File: src/rtl/qt_pkg.sv
package qt_pkg;
  localparam int unsigned QT_ENTRIES = 16;
  localparam int unsigned QT_XW      = 11;
  localparam int unsigned QT_YW      = 11;
  localparam int unsigned QT_PIX     = 4;
  localparam int unsigned QT_SAMP    = 4;

  typedef enum logic [1:0] {
    QT_ISSUE = 2'd0,
    QT_HIT   = 2'd1,
    QT_FULL  = 2'd2,
    QT_IDLE  = 2'd3
  } qt_verdict_e;
endpackage

File: src/rtl/qt_entry.sv
module qt_entry #(
  parameter int unsigned XW  = 11,
  parameter int unsigned YW  = 11,
  parameter int unsigned CW  = 16,
  parameter int unsigned SW  = 4,
  parameter int unsigned IDX = 0
) (
  input  logic          clk,
  input  logic          rst_n,
  input  logic          load,
  input  logic          rel_valid,
  input  logic [SW-1:0] rel_slot,
  input  logic [XW-1:0] cmp_x,
  input  logic [YW-1:0] cmp_y,
  input  logic [CW-1:0] cmp_cov,
  output logic          busy,
  output logic          hit
);
  logic [XW-1:0] pos_x;
  logic [YW-1:0] pos_y;
  logic [CW-1:0] cov;
  logic          rel_me;

  assign rel_me = rel_valid && (rel_slot == SW'(IDX));

  always_ff @(posedge clk or negedge rst_n) begin
    if (!rst_n) begin
      busy  <= 1'b0;
      pos_x <= '0;
      pos_y <= '0;
      cov   <= '0;
    end else if (load) begin
      busy  <= 1'b1;
      pos_x <= cmp_x;
      pos_y <= cmp_y;
      cov   <= cmp_cov;
    end else if (rel_me) begin
      busy  <= 1'b0;
    end
  end

  always_comb begin
    hit = busy && (pos_x == cmp_x) && (pos_y == cmp_y) && (|(cov & cmp_cov));
  end

  AST_LOAD_ONLY_FREE: assert property (@(posedge clk) disable iff (!rst_n)
    load |-> !busy)
    else $error("entry loaded while busy");
  AST_RELEASE_FREES: assert property (@(posedge clk) disable iff (!rst_n)
    (rel_me && !load) |=> !busy)
    else $error("entry still busy after release");
endmodule

File: src/rtl/qt_pick_free.sv
module qt_pick_free #(
  parameter int unsigned N  = 16,
  parameter int unsigned SW = 4
) (
  input  logic [N-1:0]  busy,
  output logic          any_free,
  output logic [SW-1:0] first
);
  always_comb begin
    any_free = 1'b0;
    first    = '0;
    for (int i = N - 1; i >= 0; i--) begin
      if (!busy[i]) begin
        any_free = 1'b1;
        first    = SW'(i);
      end
    end
  end
endmodule

File: src/rtl/quad_conflict_tracker.sv
module quad_conflict_tracker
  import qt_pkg::*;
#(
  parameter int unsigned ENTRIES = QT_ENTRIES,
  parameter int unsigned XW      = QT_XW,
  parameter int unsigned YW      = QT_YW,
  parameter int unsigned PIX     = QT_PIX,
  parameter int unsigned SAMP    = QT_SAMP,
  localparam int unsigned CW     = PIX * SAMP,
  localparam int unsigned SW     = (ENTRIES > 1) ? $clog2(ENTRIES) : 1
) (
  input  logic          clk,
  input  logic          rst_n,
  input  logic          req_valid,
  output logic          req_ready,
  input  logic [XW-1:0] req_x,
  input  logic [YW-1:0] req_y,
  input  logic [CW-1:0] req_cov,
  output logic [SW-1:0] issue_slot,
  input  logic          done_valid,
  input  logic [SW-1:0] done_slot
);
  logic [ENTRIES-1:0] busy;
  logic [ENTRIES-1:0] hit;
  logic [ENTRIES-1:0] load;
  logic               any_free;
  logic [SW-1:0]      free_idx;
  logic               take;
  qt_verdict_e        verdict;

  qt_pick_free #(.N(ENTRIES), .SW(SW)) u_pick (
    .busy     (busy),
    .any_free (any_free),
    .first    (free_idx)
  );

  always_comb begin
    if (|hit)            verdict = QT_HIT;
    else if (!any_free)  verdict = QT_FULL;
    else if (!req_valid) verdict = QT_IDLE;
    else                 verdict = QT_ISSUE;
  end

  assign req_ready  = !(|hit) && any_free;
  assign issue_slot = free_idx;
  assign take       = (verdict == QT_ISSUE);

  for (genvar g = 0; g < ENTRIES; g++) begin : g_ent
    assign load[g] = take && (free_idx == SW'(g));
    qt_entry #(.XW(XW), .YW(YW), .CW(CW), .SW(SW), .IDX(g)) u_ent (
      .clk       (clk),
      .rst_n     (rst_n),
      .load      (load[g]),
      .rel_valid (done_valid),
      .rel_slot  (done_slot),
      .cmp_x     (req_x),
      .cmp_y     (req_y),
      .cmp_cov   (req_cov),
      .busy      (busy[g]),
      .hit       (hit[g])
    );
  end

  AST_HIT_STALLS: assert property (@(posedge clk) disable iff (!rst_n)
    (|hit) |-> !req_ready)
    else $error("grant despite collision");
  AST_FULL_STALLS: assert property (@(posedge clk) disable iff (!rst_n)
    (&busy) |-> !req_ready)
    else $error("grant while table full");
  AST_GRANT_FREE_SLOT: assert property (@(posedge clk) disable iff (!rst_n)
    (req_valid && req_ready) |-> !busy[issue_slot])
    else $error("granted slot already busy");
  AST_BUSY_AFTER_GRANT: assert property (@(posedge clk) disable iff (!rst_n)
    (req_valid && req_ready) |=> busy[$past(issue_slot)])
    else $error("granted slot not busy next cycle");
  AST_ONE_LOAD: assert property (@(posedge clk) disable iff (!rst_n)
    $onehot0(load))
    else $error("more than one entry loaded");
endmodule

File: config.mk
export PLATFORM = sky130hd
export DESIGN_NAME = quad_conflict_tracker
export DESIGN_NICKNAME = d
export VERILOG_FILES = /design/src/rtl/qt_pkg.sv /design/src/rtl/qt_entry.sv /design/src/rtl/qt_pick_free.sv /design/src/rtl/quad_conflict_tracker.sv
export SDC_FILE = /design/constraint.sdc
export NUM_CORES = 1
export LEC_CHECK = 0
export CORE_MARGIN = 2
export CORE_UTILIZATION = 31
export DETAILED_ROUTE_END_ITERATION = 6
export GPL_TIMING_DRIVEN = 0
export PLACE_DENSITY_LB_ADDON = 0.08
export SYNTH_ARGS = -nofsm -noshare
export SYNTH_HDL_FRONTEND = slang
export SYNTH_SLANG_ARGS = --single-unit
File: constraint.sdc
create_clock -name clk -period 5.4 [get_ports clk]
set_clock_uncertainty 0.05 [all_clocks]
set_input_delay 1.35 -clock clk [delete_from_list [all_inputs] [get_ports clk]]
set_output_delay 1.35 -clock clk [all_outputs]
set_load 0.005 [all_outputs]
# Word-level counts from Yosys, hierarchy flattened
# Index checks and enable logic that the tools add are counted.
[word_totals]
regBits = 624
inputBits = 46
output_inout_bits = 5
word_cells = 327
[classes]
n_eq_ne = 62
n_mux = 67
bitwise = 16
reduce_logical = 118
[op_table]
columns = ["operator", "count"]
rows = [
  ["$eq 11x11->1", 32],
  ["$reduce_or 16->1", 17],
  ["$and 16x16->16", 16],
  ["$logic_and 1x1->1", 81],
  ["$eq 4x4->1 const B", 16],
  ["$mux 4", 16],
  ["$mux 1", 48],
  ["$eq 4x3->1 const B", 8],
  ["$reduce_bool 2->1", 16],
  ["$eq 4x2->1 const B", 4],
  ["$eq 4x1->1 const B", 2],
  ["$logic_not 4->1", 2],
  ["$mux 2", 3],
  ["$logic_not 2->1", 1],
  ["$logic_not 1->1", 1],
]

# Longest topological paths before layout
# Gate-level depths: netlist of the first run.
[depth]
depth_word = 21
depth_mapped = 14
depth_no_buf = 9

# Hierarchy
# A second synthesis of the first run with hierarchy kept.
[unflattened]
cells_unflattened = 2043
hier_area_um2 = 29140.4
[modules_own_cells]
columns = ["module", "instances", "cells_each", "area_per_inst_um2", "seq_area_each_um2"]
rows = [
  ["qt_entry at g_ent[10].u_ent ...", 8, 123, 1791.7, 975.9],
  ["qt_entry at g_ent[0].u_ent ...", 5, 123, 1789.2, 975.9],
  ["qt_entry at g_ent[13].u_ent ...", 2, 124, 1791.7, 975.9],
  ["qt_entry at g_ent[15].u_ent", 1, 123, 1790.5, 975.9],
  ["quad_conflict_tracker", 1, 39, 320.3, 0.0],
  ["qt_pick_free", 1, 34, 166.4, 0.0],
]

# Worst setup path after synthesis of the first run
# Ideal clock, no wire load.
[synth_timing]
path_type = "input to output"
startpoint = "input port req_y[0]"
endpoint = "output port req_ready"
arrival_ps = 3114
required_ps = 4000
setup_slack_ps = 886
cell_stages = 9
n_path_buf = 3
cell_sequence = "buf_2 buf_2 xor2_1 or3b_2 nor4_1 nor4_1 nand3_2 buf_6 nor2_1"
[synth_between]
elab_chain_cells = 6
elab_cells_between_ends = 51
cone_classes = "16 x eq/ne; 35 x reduce/logical"
[synth_rtl]
columns = ["item", "line", "text"]
rows = [
  ["start, declared", "quad_conflict_tracker.sv:17", "input logic [YW-1:0] req_y,"],
  ["$eq 11x11->1", "qt_entry.sv:43", "hit = busy && (pos_x == cmp_x) && (pos_y == cmp_y) && (|(cov & cmp_cov));"],
  ["$logic_and 1x1->1 (2 in series)", "qt_entry.sv:43", ""],
  ["$reduce_or 16->1 (*)", "quad_conflict_tracker.sv:44", "assign req_ready = !(|hit) && any_free;"],
  ["$logic_not 1->1 (*)", "quad_conflict_tracker.sv:44", ""],
  ["$logic_and 1x1->1 (*)", "quad_conflict_tracker.sv:44", ""],
  ["end, declared", "quad_conflict_tracker.sv:15", "output logic req_ready,"],
]
# Mark *: on every way between the ends. The rest lies on a longest branch, timed or not.

# Worst setup path after layout of the first run
[layout_timing]
startpoint = "input port req_x[10]"
endpoint = "output port req_ready"
[layout_between]
elab_chain_cells = 7
elab_cells_between_ends = 67
cone_classes = "16 x eq/ne; 51 x reduce/logical"
[layout_rtl]
columns = ["item", "line", "text"]
rows = [
  ["start, declared", "quad_conflict_tracker.sv:16", "input logic [XW-1:0] req_x,"],
  ["$eq 11x11->1", "qt_entry.sv:43", ""],
  ["$logic_and 1x1->1 (3 in series)", "qt_entry.sv:43", ""],
  ["$reduce_or 16->1 (*)", "quad_conflict_tracker.sv:44", ""],
  ["$logic_not 1->1 (*)", "quad_conflict_tracker.sv:44", ""],
  ["$logic_and 1x1->1 (*)", "quad_conflict_tracker.sv:44", ""],
]
# Marks and branches as above.

==> results of run 1 <==
-- cell families after synthesis --
logic type      count (synthesis)
flops                         624
mux                           608
xor+xnor                      352
simple gates                  343
buf+inv                       216
compound gates                163
-- per-layer routing --
layer | GRT usage (%) | share of wire [%]
met1 | 31.44 | 45
met2 | 36.83 | 47
met3 | 4.054 | 4.8
met4 | 7.055 | 3.3
met5 | 0 | 0.037
-- worst min-delay path by stage --
stage | start | end | slack [ns] | cells past startpoint
floorplan | g_ent[13].u_ent.cov[2]$_DFFE_PN0P_ | g_ent[13].u_ent.cov[2]$_DFFE_PN0P_ | 0.41 | 1
global placement | g_ent[1].u_ent.cov[13]$_DFFE_PN0P_ | g_ent[1].u_ent.cov[13]$_DFFE_PN0P_ | 0.42 | 1
detailed placement | g_ent[5].u_ent.cov[14]$_DFFE_PN0P_ | g_ent[5].u_ent.cov[14]$_DFFE_PN0P_ | 0.43 | 1
CTS | g_ent[4].u_ent.cov[5]$_DFFE_PN0P_ | g_ent[4].u_ent.cov[5]$_DFFE_PN0P_ | 0.44 | 1
global route | g_ent[4].u_ent.cov[5]$_DFFE_PN0P_ | g_ent[4].u_ent.cov[5]$_DFFE_PN0P_ | 0.46 | 1
finish | g_ent[10].u_ent.cov[11]$_DFFE_PN0P_ | g_ent[10].u_ent.cov[11]$_DFFE_PN0P_ | 0.44 | 1
-- Yosys cell counts (18+ instances only) --
| master | count | area, sq um |
|---|---|---|
| xor2_1 | 269 | 2356 |
| o21ai_0 | 18 | 90.09 |
| mux2_1 | 92 | 1036 |
| a22o_1 | 60 | 525.5 |
| nand2_1 | 23 | 86.33 |
| nand4_1 | 66 | 412.9 |
| dfrtp_1 | 624 | 15610 |
| clkbuf_1 | 61 | 229.0 |
| nand3_1 | 21 | 105.1 |
| xnor2_1 | 83 | 727.0 |
| buf_4 | 32 | 240.2 |
| nor3_1 | 37 | 185.2 |
| mux2_2 | 514 | 5788 |
| a221oi_1 | 60 | 525.5 |
| nor2_1 | 24 | 90.09 |
| buf_2 | 100 | 500.5 |
| nor4_1 | 98 | 613.1 |
-- stage by stage --
step	setup TNS, ns	util (%)	instances	power [uW]
floorplan	0	-	2306	9952
global placement	-	33.18	3610	11490
detailed placement	-763.90	33.32	3615	11580
CTS	0	36.91	3760	16910
global route	0	36.91	3760	17680
finish	0	36.91	3760	16810
-- sequential cells by signal, indices dropped and copies added, names as in the netlist --
| name | count |
|---|---|
| g_ent.u_ent.pos_y | 176 |
| g_ent.u_ent.pos_x | 176 |
| g_ent.u_ent.busy | 16 |
| g_ent.u_ent.cov | 256 |
-- area by class of cell --
class / count / share of cell area [%]
clock buffer: 121 / 6.435
timing repair buffer: 38 / 1.134
buffer: 204 / 4.662
sequential: 624 / 43.81
clock inverter: 19 / 0.4177
tap: 1276 / 4.479
inverter: 12 / 0.1264
multi-input combinational: 1466 / 38.94
-- power breakdown --
group	internal (uW)	switching, uW	leakage [uW]
sequential	6060	879	0.00811
clock	2960	2110	0.00121
combinational	2290	2510	0.00670
-- what timing repair did --
action / in CTS / in global routing
setup endpoints to repair: 623 / 0
hold buffers: 0 / 0
gates resized for setup: 340 / 0
endpoints found under the hold margin: 0 / 0
buffers inserted: 5 / 0
==> implementation parameters, run 1 <==
Parameter                              Value

Floorplanning
  Die outline height    315.9 microns
  Initial standard-cell utilization of the core    31.23%
  Placeable core area    96570 sq um
  Area of the die    99800 sq um
  Chip width    315.9 microns
  I/O pin total    51
  Number of rows created at floorplan    114

Clock network
  Deepest level of the CTS H-tree    3
  Number of buffers on the longest clock path    3
  Number of clock sinks seen by CTS    624
  Clock tree from TritonCTS    yes
  Clock buffers created by TritonCTS    76
  Clk slew on worst S/H paths    0.06 ns
  Clock latency on the worst-skew pair    0.64 ns
  Root Buffer Master    clkbuf_16

Worst setup path
  Setup slack on the worst flop-to-flop path    1.29 ns
  Count of buffering cells on the critical path with inverters included    4
  Number of cells on the critical path    11
  FF-to-FF path depth    10
  Worst setup endpoint    req_ready
  Slowest library cell on the worst path    nor4b_4
  Delay-heaviest family, CP    simple AND/OR/NAND/NOR gates
  Reg-to-Reg Start    g_ent[7].u_ent.cov[1]$_DFFE_PN0P_
  Maximum net fanout on the critical path    10
  Element type at the critical path start    input pin
  Worst reg2reg endpoint    g_ent[14].u_ent.cov[7]$_DFFE_PN0P_
  Chain of cells forming the critical path    buf_2 -> buf_6 -> xor2_1 -> nor4_4 -> nand4_1 -> nor4b_4 -> nor4_4 -> nand2_2 -> buf_6 -> nor2_4 -> dlygate4sd2_1
  Slowest cell delay on critical path    0.57 ns
  Worst Path Class, Setup    input pin to output port
  Critical Path End Type    output port
  Launch point of the critical path    req_x[10]
  Arrival time at the worst endpoint    3.87 ns
  Crit path required time    4.00 ns

STA
  Worst hold margin    0.4372 ns
  Share of the cycle needed by the critical path after routing    97.61%
  Final hold violations    0
  Highest achievable clock rate    0.1897 GHz
  Minimum clock period    5.271 ns
  Setup-failing EPs final    0
  Number of max-slew violations in the final report    0
  Setup slack of the critical path after layout    0.1292 ns
  Slew of the pin with the lowest slew margin    1.075 ns
  Worst slew margin relative to its limit    28.32%
  RSZ-0062 raised after global routing    false

Final layout
  Fillcell total    9331
  Finished Cell Area    35640 sq um
  Reg area    15620 sq um
  Share of cells above drive strength 1    35.91%
  Synthesis-to-layout area growth    18.18%
  Total Nets Final    2468
  Ant diodes    0
  Leading cell types in the layout, fill and taps excluded    dfrtp_1, mux2_2, xor2_1, mux2_1, clkbuf_16
  Multi-input gate area in the final layout    13880 sq um
  Most frequent standard cell in the layout excluding fill and tap cells    dfrtp_1

Route
  Detailed Route Iter0 Violations    1446
  Total via count after detailed routing    19.81k
  Wire length after detailed routing    113300 microns
  WL per Instance    30.13 microns
  DRC violations left    0
  First-pass iteration count of the detailed router    5
  Final antenna-violating net count    0
  Post-DR vias/cell    5.268

Logic synthesis
  Area fraction in compound gates after synthesis    4.393%
  Count of state elements after synthesis    624
  Cell count after synthesis    2306
  Post-Synth Simple-Gate Area    7.165%
  Share of synthesized area occupied by flip-flops and latches    51.78%
  Avg Synthesized Cell Area    13.08 sq um
  Net Count, Synth    2352
  Area share of xor/xnor cells in the synthesized design    10.22%
  Post-synthesis adder-cell area fraction    0%
  Primary flip-flop cell chosen by synthesis mapping    dfrtp_1
  Fraction of synthesis flops using an asynchronous set or reset pin    100.0%
  Proportion of synthesized area in mux cells    22.69%
  Warnings from Yosys    0
  Number of unique standard cell types used by synthesis    49
  Number of enable flip-flop cells after synthesis    0
  Largest family of logic cells by synthesized area    multiplexers
  Area of the mapped netlist    30160 sq um

Worst hold path
  Worst hold path class    flip-flop to flip-flop

GRT
  Global-route wire length before repair    160500 microns
  Number of global-route vias before repair    20.45k
  Antenna violations before repair    6
  Grt total ovfl    0
  Largest net degree at the start of global routing    121
  Total GRT Usage    22.92%

Placed design
  Global placer's final weighted congestion    0.8760
  Area after DPL    32180 sq um
  Pre-CTS WS    -2.255 ns
  Port-buffer cells    28
  DP HPWL    82350 microns

Pwr
  Power Density    471.5 nW/um^2
  Worst ir drop on vdd    269.5 uV
  P_leak    0.01602 uW

Status
  Result of the run    finished, final reports clean

Job
  Max_cap viols    0
Note: power is estimated with default switching activity, not from simulation.
==> inputs of run 2 (changes only) <==
--- a/config.mk
+++ b/config.mk
@@ -8,3 +8,3 @@
 export CORE_MARGIN = 2
-export CORE_UTILIZATION = 31
+export CORE_UTILIZATION = 45
 export DETAILED_ROUTE_END_ITERATION = 6
--- a/constraint.sdc
+++ b/constraint.sdc
@@ -4,2 +4,2 @@
 set_output_delay 1.35 -clock clk [all_outputs]
-set_load 0.005 [all_outputs]
+set_load 0.01 [all_outputs]
==> run 2 against run 1 <==
Against the previous run:
- fmax down 0.93%
- combinational power down 4%
- worst hold slack got worse by 0.00099 ns
- cell area decreased by 2.8%
- wire length is 11% lower
- count of clock-buffer cells in the layout decreased by 14
- non-clock buffer count down 2
- register-to-register slack better by 0.08 ns
- first-iteration DRC count fell by 3.0%
- power decreased by 2.1%
- core utilization is 16 points higher
- final cell count down 11%
==> implementation parameters, run 2 (synthesized netlist as in run 1, its figures left out) <==
Parameter                              Value

Floorplanning
  Die outline height    262.9 microns (was 315.9 microns)
  Number of rows created at floorplan    94 (was 114)
  Chip width    262.9 microns (was 315.9 microns)
  Placeable core area    66100 sq um (was 96570 sq um)
  I/O pin total    51 (unchanged)
  Initial standard-cell utilization of the core    45.63% (was 31.23%)
  Area of the die    69110 sq um (was 99800 sq um)

Job
  Max_cap viols    0 (unchanged)

Pwr
  Comb pwr share    28.1% (was 28.6%)
  Total Power    16450 uW (was 16810 uW)
  Sw Pwr    5278 uW (was 5492 uW)
  Internal cell power    11170 uW (was 11310 uW)
  P_leak    0.01579 uW (was 0.01602 uW)
  Register share of total power    42.2% (was 41.3%)
  Proportion of power drawn by the clock network    29.7% (was 30.2%)
  Power Density    474.8 nW/um^2 (was 471.5 nW/um^2)
  Worst ir drop on vdd    372.5 uV (was 269.5 uV)
  Net Sw Frac    32.09% (was 32.68%)

Placed design
  Port-buffer cells    28 (unchanged)
  DP HPWL    73330 microns (was 82350 microns)
  Post-Place Cells    3204 (was 3615)
  Global placer's final weighted congestion    0.9396 (was 0.8760)

STA
  Setup TNS Final    0 ns (unchanged)
  Setup-failing EPs final    0 (unchanged)
  Minimum clock period    5.321 ns (was 5.271 ns)
  Worst slew margin relative to its limit    30.02% (was 28.32%)
  Worst hold margin    0.4362 ns (was 0.4372 ns)
  Slew of the pin with the lowest slew margin    1.050 ns (was 1.075 ns)
  Highest achievable clock rate    0.1880 GHz (was 0.1897 GHz)
  Number of max-slew violations in the final report    0 (unchanged)
  Share of the cycle needed by the critical path after routing    98.53% (was 97.61%)
  Final hold violations    0 (unchanged)

Worst setup path
  Chain of cells forming the critical path    buf_2 -> buf_4 -> xnor2_1 -> nand4_1 -> nor4b_4 -> nor4_2 -> buf_4 -> nand2_2 -> buf_6 -> nor2_2 -> clkdlybuf4s15_1 (was buf_2 -> buf_6 -> xor2_1 -> nor4_4 -> nand4_1 -> nor4b_4 -> nor4_4 -> nand2_2 -> buf_6 -> nor2_4 -> dlygate4sd2_1)
  Slowest library cell on the worst path    nor4b_4 (unchanged)
  Crit path required time    4.00 ns (about the same)
  Maximum net fanout on the critical path    10 (unchanged)
  Most common cell on crit path    buf_4
  Slowest cell delay on critical path    0.49 ns (was 0.57 ns)
  Count of buffering cells on the critical path with inverters included    5 (was 4)
  Arrival time at the worst endpoint    3.92 ns (was 3.87 ns)
  Delay-heaviest family, CP    buffers and inverters (was simple AND/OR/NAND/NOR gates)
  Element type at the critical path start    input pin (unchanged)
  Worst Path Class, Setup    input pin to output port (unchanged)
  FF-to-FF path depth    10 (unchanged)
  Critical Path End Type    output port (unchanged)
  Number of cells on the critical path    11 (unchanged)

Worst hold path
  Min-Delay Path Depth    1 (unchanged)
  Worst hold path class    flip-flop to flip-flop (unchanged)

Final layout
  Largest registers    g_ent.u_ent.cov x256, g_ent.u_ent.pos_x x176, g_ent.u_ent.pos_y x176 (unchanged)
  Finished Core Util    52.41% (was 36.91%)
  Number of standard cells in the layout, taps in and fillers out    3335 (was 3760)
  Most flop-heavy register    g_ent.u_ent.cov (unchanged)
  Number of flip-flops in the largest register    256 (unchanged)
  Total Nets Final    2463 (was 2468)
  Leading cell types in the layout, fill and taps excluded    dfrtp_1, mux2_2, xor2_1, mux2_1 (was dfrtp_1, mux2_2, xor2_1, mux2_1, clkbuf_16)
  Synthesis-to-layout area growth    14.87% (was 18.18%)
  Most frequent standard cell in the layout excluding fill and tap cells    dfrtp_1 (unchanged)
  Ant diodes    0 (unchanged)
  Share of cells above drive strength 1    35.57% (was 35.91%)

Clock network
  Clk slew on worst S/H paths    0.06 ns (about the same)
  Root Buffer Master    clkbuf_16 (unchanged)
  Number of buffers on the longest clock path    3 (unchanged)
  Deepest level of the CTS H-tree    3 (unchanged)
  Clock tree from TritonCTS    yes (unchanged)
  Clock buffers created by TritonCTS    73 (was 76)
  Number of clock sinks seen by CTS    624 (unchanged)
  Clock latency on the worst-skew pair    0.63 ns (was 0.64 ns)

GRT
  Number of global-route vias before repair    20.31k (was 20.45k)
  Grt total ovfl    0 (unchanged)
  Total GRT Usage    29.40% (was 22.92%)
  Antenna violations before repair    3 (was 6)
  Global-route wire length before repair    146700 microns (was 160500 microns)
  Largest net degree at the start of global routing    114 (was 121)

Route
  WL per Instance    30.24 microns (was 30.13 microns)
  Detailed Route Iter0 Violations    1403 (was 1446)
  Post-DR vias/cell    5.945 (was 5.268)
  Wire length after detailed routing    100800 microns (was 113300 microns)
  Final antenna-violating net count    0 (unchanged)
  First-pass iteration count of the detailed router    5 (unchanged)
  Total via count after detailed routing    19.83k (was 19.81k)
  DRC violations left    0 (unchanged)

Status
  Result of the run    finished, final reports clean (unchanged)
-- run 2: changes by cell type in the layout (fill, tap and decap cells not counted), moves of 5 or more --
cell and delta:
buf_12 -10, clkbuf_8 -11, clkbuf_16 -7, buf_4 -18, nor4_4 -7, clkbuf_4 +14
clkbuf_1 -5, buf_2 +20
-- run 2: path summary, 6_finish.rpt --
| check | from | end | slack [ns] |
|---|---|---|---|
| setup / recovery | req_x[4] | req_ready | 0.08 |
| hold / removal | g_ent[1].u_ent.cov[10]$_DFFE_PN0P_ | g_ent[1].u_ent.cov[10]$_DFFE_PN0P_ | 0.44 |
| setup reg to reg | g_ent[7].u_ent.cov[1]$_DFFE_PN0P_ | g_ent[14].u_ent.cov[14]$_DFFE_PN0P_ | 1.37 |
| hold reg to reg | g_ent[1].u_ent.cov[10]$_DFFE_PN0P_ | g_ent[1].u_ent.cov[10]$_DFFE_PN0P_ | 0.44 |
| max in group asynchronous | rst_n | g_ent[7].u_ent.cov[5]$_DFFE_PN0P_ | 2.82 |
| min in group asynchronous | rst_n | g_ent[3].u_ent.pos_x[4]$_DFFE_PN0P_ | 0.66 |
-- run 2: power groups by stage --
stage | combinational, uW | sequential (uW) | clock, uW
after floorplan | 3220 | 6740 | 0
after global placement | 4350 | 6950 | 0
after detailed placement | 4450 | 6980 | 0
after CTS | 4570 | 6920 | 4960
after global routing | 4960 | 7110 | 5160
final | 4620 | 6940 | 4880
-- run 2: worst register-to-register path, stage by stage, from the launching register on --
cell	delay, ns
dfrtp_1	0.38
a22o_1	0.23
a221oi_1	0.37
and4_4	0.39
nor4_1	0.14
nor4_1	0.58
and3_1	0.33
and4bb_2	0.35
buf_2	0.34
buf_2	0.36
mux2_2	0.38
-- run 2: final cells by class --
type,instances,area (sq um)
buffer,202,1355
clock buffer,107,2137
clock inverter,22,220.2
fill,5689,31460
inverter,12,45.04
multi-input combinational,1466,13770
sequential,624,15620
tap,864,1081
timing repair buffer,38,419.2
-- run 2: metrics by stage --
stage	worst slack, ns	area (sq um)
after global placement	-25.14	31520
after global routing	-0.005469	34640
after detailed placement	-1.781	31690
final	0.07948	34640
after floorplan	0.8617	30160
after CTS	0.0001092	34560
-- run 2: metal layers --
metal  track usage [%]  routed length, microns  vias up
met1             39.92                   44340    10421
met2             47.74                   47450      649
met4             10.44                    3828        4
met3             4.844                    5193      187
li1                  -                       -     8566
met5                 0                      28        -
-- run 2: timing repair --
item,4_1_cts,5_1_grt
resized for setup,212,33
hold buffers,0,0
setup buffers,4,0
pin swaps,11,11
endpoints found under the setup margin,325,1
